## src/rtl/sw_and_or_array.sv

```systemverilog
module sw_and_or_array #(
  parameter int NUM_IN    = 4,
  parameter int NUM_TERMS = 4
) (
  input  logic                                      clk,
  input  logic                                      rst_n,
  input  logic                                      cfg_we,
  input  logic [2*NUM_IN*NUM_TERMS-1:0]             cfg_data,
  input  logic [NUM_IN-1:0]                         in_vec,
  output logic [NUM_TERMS-1:0]                      term_out,
  output logic [NUM_TERMS*(NUM_TERMS-1)/2-1:0]      pair_out
);
  localparam int LIT   = 2 * NUM_IN;
  localparam int CFG_W = LIT * NUM_TERMS;

  logic [CFG_W-1:0] cfg_q;
  logic [CFG_W-1:0] lit_ok;

  always_ff @(posedge clk or negedge rst_n)
    if (!rst_n)      cfg_q <= '0;
    else if (cfg_we) cfg_q <= cfg_data;

  for (genvar t = 0; t < NUM_TERMS; t++) begin : g_term
    for (genvar k = 0; k < NUM_IN; k++) begin : g_lit
      assign lit_ok[t*LIT+2*k]   = ~cfg_q[t*LIT+2*k]   |  in_vec[k];
      assign lit_ok[t*LIT+2*k+1] = ~cfg_q[t*LIT+2*k+1] | ~in_vec[k];


      conflict_term_chk: assert property (@(posedge clk) disable iff (!rst_n)
        (cfg_q[t*LIT+2*k] && cfg_q[t*LIT+2*k+1]) |-> !term_out[t]);
    end
    assign term_out[t] = &lit_ok[t*LIT +: LIT];


    all_off_term_chk: assert property (@(posedge clk) disable iff (!rst_n)
      (cfg_q[t*LIT +: LIT] == '0) |-> term_out[t]);
  end

  for (genvar a = 0; a < NUM_TERMS; a++) begin : g_pa
    for (genvar b = a + 1; b < NUM_TERMS; b++) begin : g_pb
      assign pair_out[a*(2*NUM_TERMS-a-1)/2 + b-a-1] = term_out[a] | term_out[b];
    end
  end


  pair_zero_chk: assert property (@(posedge clk) disable iff (!rst_n)
    (term_out == '0) |-> (pair_out == '0));


  cfg_load_chk: assert property (@(posedge clk) disable iff (!rst_n)
    cfg_we |=> (cfg_q == $past(cfg_data)));


  cfg_hold_chk: assert property (@(posedge clk) disable iff (!rst_n)
    !cfg_we |=> $stable(cfg_q));
endmodule

```

## config.mk

```make
export PLATFORM = sky130hd
export DESIGN_NAME = sw_and_or_array
export DESIGN_NICKNAME = d
export VERILOG_FILES = /design/src/rtl/sw_and_or_array.sv
export SDC_FILE = /design/constraint.sdc
export NUM_CORES = 1
export LEC_CHECK = 0
export ABC_AREA = 0
export BUFFER_PORTS_ARGS = -buffer_cell sky130_fd_sc_hd__buf_2
export CORE_ASPECT_RATIO = 1.75
export CORE_MARGIN = 5
export CORE_UTILIZATION = 35
export DETAILED_ROUTE_END_ITERATION = 10
export PLACE_DENSITY = 0.63
export REMOVE_ABC_BUFFERS = 1
export SYNTH_ARGS = -nofsm -noshare
export SYNTH_HDL_FRONTEND = slang
export SYNTH_SLANG_ARGS = --single-unit
```

## constraint.sdc

```tcl
create_clock -name clk -period 1.15 [get_ports clk]
set_clock_uncertainty 0.15 [all_clocks]
set_input_delay 0.0575 -clock clk [delete_from_list [all_inputs] [get_ports clk]]
set_output_delay 0.0575 -clock clk [all_outputs]
set_load 0.02 [all_outputs]
```

==> out/results.ini <==
[status]
outcome = complete, but fails checks
violations = negative setup slack

[floorplanning]
die_width_um = 61.22
start_util_pct = 36.15
num_rows = 32
die_h_um = 99.63
core-area_mm2 = 0.004444
dieArea_mm2 = 0.006099
pin_count = 49

[placement]
hpwl_um = 2775
gp_congestion = 0.7554
numPortBuffers = 48
place_area_mm2 = 0.001978
place_ws_ns = -0.1667
place_inst = 215

[worst_setup_path]
critical_path_required_ns = 0.94
cp-start-kind = register
end_kind = output pin
r2r_slack_ns = 0.01
crit_arrival_ns = 1.42
critPathKind = register to output pin
crit_fanout = 4

[global_routing]
grt_max_degree = 33
overflow = 0
grt_pass1_wl_um = 6196
first_global_vias = 1347
grt_usage_pct = 14.32
antenna_found_initial = 0

[clocking]
root_buffer = clkbuf_8
clock-sinks = 32
cts_buffers = 5
insertion_delay_ns = 0.28
cts_tree = yes
cts_buffer_depth = 2
clkTransAtPathRegs_ns = 0.06
htreeDepth = 2

[final_layout]
nets = 247
fillers = 364
largest_registers = cfg_q x32
final_area_mm2 = 0.002499
postLayoutCoreUtil_pct = 56.22
fin_cells = 260
antenna-diode-count = 0
drive_above_1_share_pct = 54.07
regMostFlops = cfg_q
largest_reg_flops = 32
syn_to_final_growth_pct = 55.53

[timing]
worst_pin_slew_ns = 0.4009
fin_ws_ns = -0.4765
slew_viol_final = 0
rsz0062_at_grt = yes
period_share_pct = 141.4
period_needed_ns = 1.627
whs_ns = 0.1159
clock.fmax_mhz = 614.8
slew_headroom_pct = 73.27
setup_tns_ns = -4.108
finalSetupViolCount = 10
hold_violations = 0

[route]
wire_per_inst_um = 15.37
viasPerCell = 4.504
dr.pass1.iters = 4
drt_iter0_markers = 20
ant_nets = 0
drt-total-wl_um = 3995
vias = 1171
drc = 0

[power]
power_density_mw_per_mm2 = 1189
vdd_drop_max_mv = 0.7448
p_total_mw = 2.971
leakagePower_nw = 1.329

[worst_hold_path]
min_path_type = input port to register

[yosys]
syn-cell-area_mm2 = 0.001607
syn_area_per_cell_um2 = 15.75
ys_ff_latch = 32
synth_seq_area_share_pct = 49.84
ys_warn_count = 0
syn_inst = 102
yosysUniqueCellTypes = 10

[job]
maxCapViolations = 0

-- critical path, stage by stage, from the launching register on --
cell and delay, ns:
dfrtp_1 0.38, mux2i_1 0.21, nand4_1 0.25, nand2_1 0.17
buf_6 0.13
-- synthesized netlist by cell type, drive strengths merged --
| library cell | count | area, um2 |
|---|---|---|
| mux2i | 16 | 160.2 |
| nand4 | 4 | 25.02 |
| mux2 | 32 | 473.0 |
| buf | 8 | 110.1 |
| inv | 4 | 15.01 |
| dfrtp | 32 | 800.8 |
| nand2 | 6 | 22.52 |
-- area by class of cell --
type	instances	area, um2	area share (%)
inverter	4	15.01	0.6009
clock buffer	8	90.09	3.605
multi-input combinational	58	684.4	27.39
sequential	32	800.8	32.05
tap	51	63.81	2.554
timing repair buffer	107	844.6	33.80
-- cell families (layout without fill, tap and decap cells) --
logic type / after synthesis / count (layout) / synth area share (%)
AND/OR/NAND/NOR: 10 / 10 / 2.959
flip-flops: 32 / 32 / 49.84
multiplexers: 48 / 48 / 39.41
buffers and inverters: 12 / 119 / 7.788
-- routing by layer --
metal | vias to the layer above | part of all wire (%) | GRT usage, %
met2 | 36 | 57 | 25.45
li1 | 562 | - | -
met3 | 7 | 5.2 | 3.506
met4 | 0 | 2.0 | 6.010
met1 | 566 | 36 | 15.28
met5 | - | 0 | 0
-- path summary, 6_finish.rpt --
kind | start | to | depth (start not counted)
max reg2reg | cfg_q[9]$_DFFE_PN0P_ | cfg_q[9]$_DFFE_PN0P_ | 3
max | cfg_q[9]$_DFFE_PN0P_ | pair_out[3] | 4
min in group asynchronous | rst_n | cfg_q[2]$_DFFE_PN0P_ | 3
min | cfg_we | cfg_q[22]$_DFFE_PN0P_ | 3
min reg2reg | cfg_q[31]$_DFFE_PN0P_ | cfg_q[31]$_DFFE_PN0P_ | 1
max in group asynchronous | rst_n | cfg_q[12]$_DFFE_PN0P_ | 3
-- what timing repair did --
| action | CTS | global route |
|---|---|---|
| pin swaps | 6 | 9 |
| gates resized for setup | 14 | 8 |
| endpoints found under the setup margin | 10 | 10 |
| hold endpoints to repair | 64 | 0 |
| setup buffers | 1 | 3 |
| hold buffers | 33 | 0 |
-- power breakdown --
part / switching [mW] / internal, mW / total (mW) / leakage [nW]
clock: 0.398 / 0.488 / 0.886 / 0.0455
sequential: 0.0657 / 1.24 / 1.30 / 0.374
combinational: 0.280 / 0.500 / 0.780 / 0.910
total: 0.744 / 2.23 / 2.97 / 1.33
-- cell usage in the layout, fill, tap and decap left out --
cell,count
mux2_4,30
dlygate4sd3_1,33
mux2i_2,1
dfrtp_1,32
inv_1,4
nand2_1,6
mux2_2,2
buf_12,1
mux2i_1,15
clkbuf_8,6
buf_4,24
clkbuf_1,2
nand4_1,4
buf_2,38
buf_6,11
(Power assumes the default switching activity.)
